==> config.mk <==
export PLATFORM = sky130hd
export DESIGN_NAME = rsu_top
export DESIGN_NICKNAME = d
export VERILOG_FILES = /design/src/rtl/rsu_pkg.sv /design/src/rtl/rsu_ctrl.sv /design/src/rtl/rsu_datapath.sv /design/src/rtl/rsu_top.sv
export SDC_FILE = /design/constraint.sdc
export NUM_CORES = 1
export LEC_CHECK = 0
export CAP_MARGIN = 20
export CORE_ASPECT_RATIO = 2
export CORE_MARGIN = 1
export CORE_UTILIZATION = 30
export DETAILED_ROUTE_END_ITERATION = 8
export GPL_ROUTABILITY_DRIVEN = 0
export GPL_TIMING_DRIVEN = 0
export PLACE_DENSITY = 0.68
export SETUP_SLACK_MARGIN = 0.2
export SLEW_MARGIN = 0
export SYNTH_ARGS = -nofsm -noshare
export SYNTH_HDL_FRONTEND = slang
export SYNTH_SLANG_ARGS = --single-unit
==> constraint.sdc <==
create_clock -name clk -period 1.7 [get_ports clk]
set_clock_uncertainty 0.1 [all_clocks]
set_input_delay 0.51 -clock clk [delete_from_list [all_inputs] [get_ports clk]]
set_output_delay 0.51 -clock clk [all_outputs]
set_load 0.03 [all_outputs]
==> src/rtl/rsu_pkg.sv <==
package rsu_pkg;

  localparam int BIT_N   = 7;
  localparam int BIT_V   = 6;
  localparam int BIT_ONE = 5;
  localparam int BIT_B   = 4;
  localparam int BIT_D   = 3;
  localparam int BIT_I   = 2;
  localparam int BIT_Z   = 1;
  localparam int BIT_C   = 0;

  localparam int FLAG_CNT = 6;

  // byte position of the k-th stored flag
  function automatic int flagPos(input int k);
    case (k)
      0:       flagPos = BIT_C;
      1:       flagPos = BIT_Z;
      2:       flagPos = BIT_I;
      3:       flagPos = BIT_D;
      4:       flagPos = BIT_V;
      default: flagPos = BIT_N;
    endcase
  endfunction

  typedef enum logic [2:0] {
    ST_HOLD,
    ST_FETCH_LO,
    ST_FETCH_HI,
    ST_LOAD,
    ST_SETTLE,
    ST_RUN
  } rsuState_t;

  typedef struct packed {
    logic rdEn;
    logic rdHi;
    logic capLo;
    logic loadPc;
    logic ready;
  } rsuStrobe_t;

endpackage

==> src/rtl/rsu_ctrl.sv <==
module rsu_ctrl
  import rsu_pkg::*;
(
  input  logic       clk,
  input  logic       rstN,
  output rsuStrobe_t strobe
);

  rsuState_t state;
  rsuState_t stateNxt;

  always_ff @(posedge clk or negedge rstN) begin
    if (!rstN) state <= ST_HOLD;
    else       state <= stateNxt;
  end

  always_comb begin
    case (state)
      ST_HOLD:     stateNxt = ST_FETCH_LO;
      ST_FETCH_LO: stateNxt = ST_FETCH_HI;
      ST_FETCH_HI: stateNxt = ST_LOAD;
      ST_LOAD:     stateNxt = ST_SETTLE;
      ST_SETTLE:   stateNxt = ST_RUN;
      default:     stateNxt = ST_RUN;
    endcase
  end

  always_comb begin
    strobe        = '0;
    strobe.rdEn   = (state == ST_FETCH_LO) || (state == ST_FETCH_HI);
    strobe.rdHi   = (state == ST_FETCH_HI);
    strobe.capLo  = (state == ST_FETCH_HI);
    strobe.loadPc = (state == ST_LOAD);
    strobe.ready  = (state == ST_RUN);
  end

endmodule

==> src/rtl/rsu_datapath.sv <==
module rsu_datapath
  import rsu_pkg::*;
#(
  parameter int          ADDR_W  = 16,
  parameter int          DATA_W  = 8,
  parameter logic [15:0] RST_VEC = 16'hFFFC,
  parameter logic [7:0]  SP_INIT = 8'hFF
) (
  input  logic              clk,
  input  logic              rstN,
  input  rsuStrobe_t        strobe,
  output logic [ADDR_W-1:0] memAddr,
  input  logic [DATA_W-1:0] memRdData,
  input  logic              pushBrk,
  input  logic [DATA_W-1:0] flagWe,
  input  logic [DATA_W-1:0] flagWd,
  input  logic              pullEn,
  input  logic [DATA_W-1:0] pullData,
  output logic [DATA_W-1:0] statusByte,
  output logic [ADDR_W-1:0] pcOut,
  output logic [DATA_W-1:0] spOut
);

  localparam logic [ADDR_W-1:0] VEC_LO = ADDR_W'(RST_VEC);
  localparam logic [ADDR_W-1:0] VEC_HI = ADDR_W'(RST_VEC) + ADDR_W'(1);

  logic [DATA_W-1:0] loByte;
  logic [FLAG_CNT-1:0] flagQ;
  logic unusedBits;

  assign unusedBits = ^{flagWe[BIT_ONE], flagWe[BIT_B], flagWd[BIT_ONE],
                        flagWd[BIT_B], pullData[BIT_ONE], pullData[BIT_B]};

  assign memAddr = strobe.rdHi ? VEC_HI : VEC_LO;

  always_ff @(posedge clk or negedge rstN) begin
    if (!rstN) begin
      loByte <= '0;
      pcOut  <= '0;
      spOut  <= SP_INIT;
    end else begin
      if (strobe.capLo)  loByte <= memRdData;
      if (strobe.loadPc) begin
        pcOut <= {memRdData, loByte};
        spOut <= SP_INIT;
      end
    end
  end

  for (genvar k = 0; k < FLAG_CNT; k++) begin : g_flag
    localparam int  POS = flagPos(k);
    localparam logic RST_VAL = (POS == BIT_I);
    always_ff @(posedge clk or negedge rstN) begin
      if (!rstN) begin
        flagQ[k] <= RST_VAL;
      end else if (strobe.ready) begin
        if (flagWe[POS])  flagQ[k] <= flagWd[POS];
        else if (pullEn)  flagQ[k] <= pullData[POS];
      end
    end
  end

  always_comb begin
    statusByte          = '0;
    statusByte[BIT_ONE] = 1'b1;
    statusByte[BIT_B]   = pushBrk;
    for (int k = 0; k < FLAG_CNT; k++) begin
      statusByte[flagPos(k)] = flagQ[k];
    end
  end

endmodule

==> src/rtl/rsu_top.sv <==
module rsu_top
  import rsu_pkg::*;
#(
  parameter int          ADDR_W  = 16,
  parameter int          DATA_W  = 8,
  parameter logic [15:0] NMI_VEC = 16'hFFFA,
  parameter logic [15:0] RST_VEC = 16'hFFFC,
  parameter logic [15:0] IRQ_VEC = 16'hFFFE
) (
  input  logic              clk,
  input  logic              rstN,
  output logic              memRdEn,
  output logic [ADDR_W-1:0] memAddr,
  input  logic [DATA_W-1:0] memRdData,
  input  logic              pushBrk,
  input  logic [DATA_W-1:0] flagWe,
  input  logic [DATA_W-1:0] flagWd,
  input  logic              pullEn,
  input  logic [DATA_W-1:0] pullData,
  output logic [DATA_W-1:0] statusByte,
  output logic [ADDR_W-1:0] pcOut,
  output logic [DATA_W-1:0] spOut,
  output logic [ADDR_W-1:0] nmiVec,
  output logic [ADDR_W-1:0] irqVec,
  output logic              ready
);

  rsuStrobe_t strobe;

  rsu_ctrl u_ctrl (
    .clk    (clk),
    .rstN   (rstN),
    .strobe (strobe)
  );

  rsu_datapath #(
    .ADDR_W  (ADDR_W),
    .DATA_W  (DATA_W),
    .RST_VEC (RST_VEC)
  ) u_dp (
    .clk        (clk),
    .rstN       (rstN),
    .strobe     (strobe),
    .memAddr    (memAddr),
    .memRdData  (memRdData),
    .pushBrk    (pushBrk),
    .flagWe     (flagWe),
    .flagWd     (flagWd),
    .pullEn     (pullEn),
    .pullData   (pullData),
    .statusByte (statusByte),
    .pcOut      (pcOut),
    .spOut      (spOut)
  );

  assign memRdEn = strobe.rdEn;
  assign ready   = strobe.ready;
  assign nmiVec  = ADDR_W'(NMI_VEC);
  assign irqVec  = ADDR_W'(IRQ_VEC);

endmodule

# After elaboration in Yosys (flattened, before gate mapping)

Cells that the tools add are included.

Bits in registers: 33
Output and inout bits: 82
Bits of input ports: 36

Muxes and demuxes: 14
Equality and inequality tests: 4
Reductions and logical operators: 14

Operators by type and width:

| kind               | count |
|---|---|
| $mux 1             | 13 |
| $pmux 3 s4         | 1 |
| $reduce_and 2->1   | 6 |
| $reduce_bool 2->1  | 6 |
| $eq 3x2->1 const B | 2 |
| $eq 3x1->1 const B | 1 |
| $eq 3x3->1 const B | 1 |
| $logic_not 3->1    | 1 |
| $logic_or 1x1->1   | 1 |

# Longest topological paths before layout

Word-level depth: 2
Depth in mapped cells: 5
Depth with buffers taken out: 3

# By module

From an unflattened synthesis, not the netlist that was laid out.

Cells, all modules: 164
Area total of the unflattened synthesis: 1876.8 um^2

Modules (own cells, without submodules):

| module       | times used | cells each | seq. area each (um^2) | area each (um^2) |
|---|---|---|---|---|
| rsu_datapath | 1          | 118        | 752.0                 | 1487.7 |
| rsu_top      | 1          | 34         | 0.0                   | 247.7 |
| rsu_ctrl     | 1          | 12         | 75.1                  | 141.4 |

# Worst setup path before layout

Ideal clock, no wire load.

Path kind: reg2out
Start point: reg u_ctrl.state[0]
End point: out memRdEn
Data required time: 1.090 ns
Arrival time: 0.992 ns
Path slack: 0.098 ns
Cell stages (with the launch flop): 3
Cells stage by stage: dfrtp_1 -> xnor2_1 -> nor2_1

Longest elaborated chain between the ends: 2

Ends and longest elaborated chain:

| element                                         | RTL line       | text |
|---|---|---|
| start: declaration                              | rsu_ctrl.sv:9  | `rsuState_t state;` |
| start signal: assignment                        | rsu_ctrl.sv:14 | `else state <= stateNxt;` |
| $eq 3x1->1 / $eq 3x2->1 (equally long branches) | rsu_ctrl.sv:30 | `strobe.rdEn = (state == ST_FETCH_LO) \|\| (state == ST_FETCH_HI);` |
| $logic_or 1x1->1 *                              | rsu_ctrl.sv:30 |  |
| end: declaration                                | rsu_top.sv:12  | `output logic memRdEn,` |

Mark *: on every way between the ends. The rest lies on a longest branch, timed or not.

# Worst setup path in the final report

Start point: reg u_ctrl.state[2]
End point: out ready

Longest elaborated chain between the ends: 1

Ends and longest elaborated chain:

| element          | RTL line       | text |
|---|---|---|
| $eq 3x3->1       | rsu_ctrl.sv:34 | `strobe.ready = (state == ST_RUN);` |
| end: declaration | rsu_top.sv:25  | `output logic ready` |

Every way passes these cells.

==> metrics.yaml <==
ant_nets: 0
rsz0062_at_grt: "true"
p_leak_uw: 0.001390
synth_cells: 158
wire_per_inst_um: 10.71
std_cell_rows: 40
powerDensity_mw_per_mm2: 858.3
slowest_stage: "dfrtp_1"
clk_pin_slew_worst_paths_ps: 50
endpoint_kind: "primary output"
yosys.area.top_type: "dfrtp_1"
reg2regPathDepth: 4
fin_area_mm2: 0.002815
synth_area_per_cell_um2: 11.64
die_area_mm2: 0.006467
p_seq_frac: 0.353
initial_core_util: 0.3088
sw_frac_of_total: 0.2636
die_x_um: 57.37
syn-cell-area_mm2: 0.001839
hold_violations: 0
grt_busiest_layer: "met2"
grt_usage: 0.1108
cp.arrival_ps: 1260
period_needed_ps: 1866
drt-pass1-iter-count: 8
worst_path_largest_cell_delay_ps: 410
synth-seq-cells: 33
io_pins: 118
post_dp_cell_area_mm2: 0.002659
irDropWorstVdd_v: 0.0004241
cts-root-buf: "clkbuf_16"
grt_pass1_wl_um: 5416
criticalPathCategory: "reg2out"
post-dp-hpwl_um: 2661
r2r-end: "u_dp.loByte[4]"
port_buffers: 54
start_kind: "register"
die_h_um: 112.7
fmax_ghz: 0.5360
yosys.cell_types.count: 19
grt_max_degree: 34
vias_per_cell: 3.882
r2r-start: "u_ctrl.state[0]"
placedCellCount: 329
post-route-period-util: 1.098
use_met1: 0.1030
p_comb_frac: 0.221
ys_seq_area_frac: 0.4497
finalSetupViolations: 3
internal-power_uw: 1779
grt_pass1_vias: 1172
tightestPinTransition_ps: 727.8
core_mm2: 0.005956
worstPathCellList: "and3b_1 > buf_6 > buf_8 > buf_6"
clkLatencyLatePin_ps: 270
nets: 318
violations: "DRC, setup timing"
min_path_type: "in2async"
critPathRequiredTime_ps: 1090
status: "finished, violations left"
antenna_found_initial: 0
cap_violations: 0
path_common_cell: "buf_6"
fin_cells: 346
cts_max_path_buffers: 2
gr-total-overflow: 0
worst-r2r-setup-slack_ps: 150
num_vias: 1343
relSlewSlack: 0.5148
areaGrowthSynthToFinish_pct: 53.06
drive_above_1_share: 0.4806
synth.top_cells.by_area: "dfrtp_1 44%, buf_4 24%, mux2_2 15%, nand3b_1 2.4%, a31oi_1 2.0%"
power_uw: 2416
diodes: 0
clock_power_share: 0.427
hold_buffers: 0
synth.top_cell.area_share: 0.4354
yosysWarnings: 0
num-fill-cells: 576
pre_cts_slack_ps: -539.0
drt-total-wl_um: 3705
dr.first_iter.drc_count: 35
cts_buffers: 5
cp_max_fo: 5
maxSlewViolCount: 0
switchingPower_uw: 637.0
clock-sinks: 33
htreeDepth: 2
drcViolationCount: 8
fin_util: 0.4727
grt_use_met3: 0.02629
setup_slack_ps: -165.8
cts_tree: "built"
grt.met2_usage: 0.2140
synth_stat cells:
cell,instances
buf_6,2
nand2b_1,2
dfrtp_1,32
xnor2_1,1
mux2_2,24
buf_2,1
nor2_1,7
inv_1,6
buf_8,1
conb_1,2
dfstp_2,1
o221a_1,3
a31oi_1,6
nor3b_1,1
nand3b_4,1
buf_4,58
nand3b_1,6
and3b_1,1
o221a_2,3
routing by layer:
layer / up-vias / wire [um] / share of wire
li1: 662 / - / -
met1: 588 / 1208 / 0.33
met2: 87 / 2066 / 0.56
met3: 6 / 353 / 0.095
met4: 0 / 76 / 0.021
met5: - / 0 / 0
flip-flops by register name, summed over array words and instances (netlist names):
signal	count
u_dp.statusByte	6
u_dp.loByte	8
u_ctrl.state	3
u_dp.pcOut	16
worst max-delay path: cells and delay by family (launching register included):
family                 cells  cell delay, ps
buffers and inverters      3             360
DFF                        1             410
and+or+nand+nor            1             210
worst max-delay path by stage:
stage                    startpoint            endpoint  slack, ps
detailed placement  u_ctrl.state[1]               ready       -540
finish              u_ctrl.state[2]               ready       -170
floorplan           u_ctrl.state[1]               ready        180
global placement               rstN  u_dp.statusByte[0]       -690
global route        u_ctrl.state[2]               ready       -210
CTS                 u_ctrl.state[0]               ready       -170
cell families (layout without fill, tap and decap cells):
logic type | Yosys count | after routing | share of synthesized area
AOI/OAI and AO/OA | 12 | 12 | 0.05714
DFF | 33 | 33 | 0.4497
other | 2 | 56 | 0.004083
buffers and inverters | 68 | 139 | 0.2721
xor gates and xnor gates | 1 | 1 | 0.004763
and+or+nand+nor | 18 | 18 | 0.06531
muxes | 24 | 24 | 0.1469
power by group through the flow:
stage                     Combinational [uW]  Clock, uW  Sequential (uW)
after global routing                     563       1100              858
final                                    533       1030              852
after global placement                   549          0              865
after floorplan                          324          0              930
after detailed placement                 552          0              867
after CTS                                528       1070              852
metrics by stage:
step                hold WS (ps)  setup TNS, ps
finish                     196.8         -311.9
global route               257.7         -488.1
CTS                        230.9         -342.4
detailed placement         391.6          -2291
global placement           382.5         -24570
floorplan                  114.4              0
area by class of cell:
class,count,area (um^2),share of cell area
inverters,6,22.52,0.008000
flip-flops and latches,33,828.3,0.2942
well taps,63,78.83,0.02800
clock inverters,1,30.03,0.01067
clock buffers,7,142.6,0.05067
plain buffers,62,493.0,0.1751
multi-input cells,111,716.9,0.2547
repair buffers,63,503.0,0.1787
repair_timing:
item | CTS | global route
setup endpoints to repair | 31 | 28
buffers inserted | 8 | 0
resized for setup | 138 | 8
cloned | 0 | 1
cells in the final DEF, fill, tap and decap left out, types with 5 or more instances in the layout:
master / synthesis / routed
nor2_1: 7 / 6
mux2_2: 24 / 24
inv_1: 6 / 6
nand3b_1: 6 / 6
dfrtp_1: 32 / 31
clkbuf_16: 0 / 5
buf_2: 1 / 22
conb_1: 2 / 56
clkdlybuf4s50_1: 0 / 26
buf_4: 58 / 67
buf_6: 2 / 6
a31oi_1: 6 / 6
No activity file was read; power rests on OpenSTA's default activity.
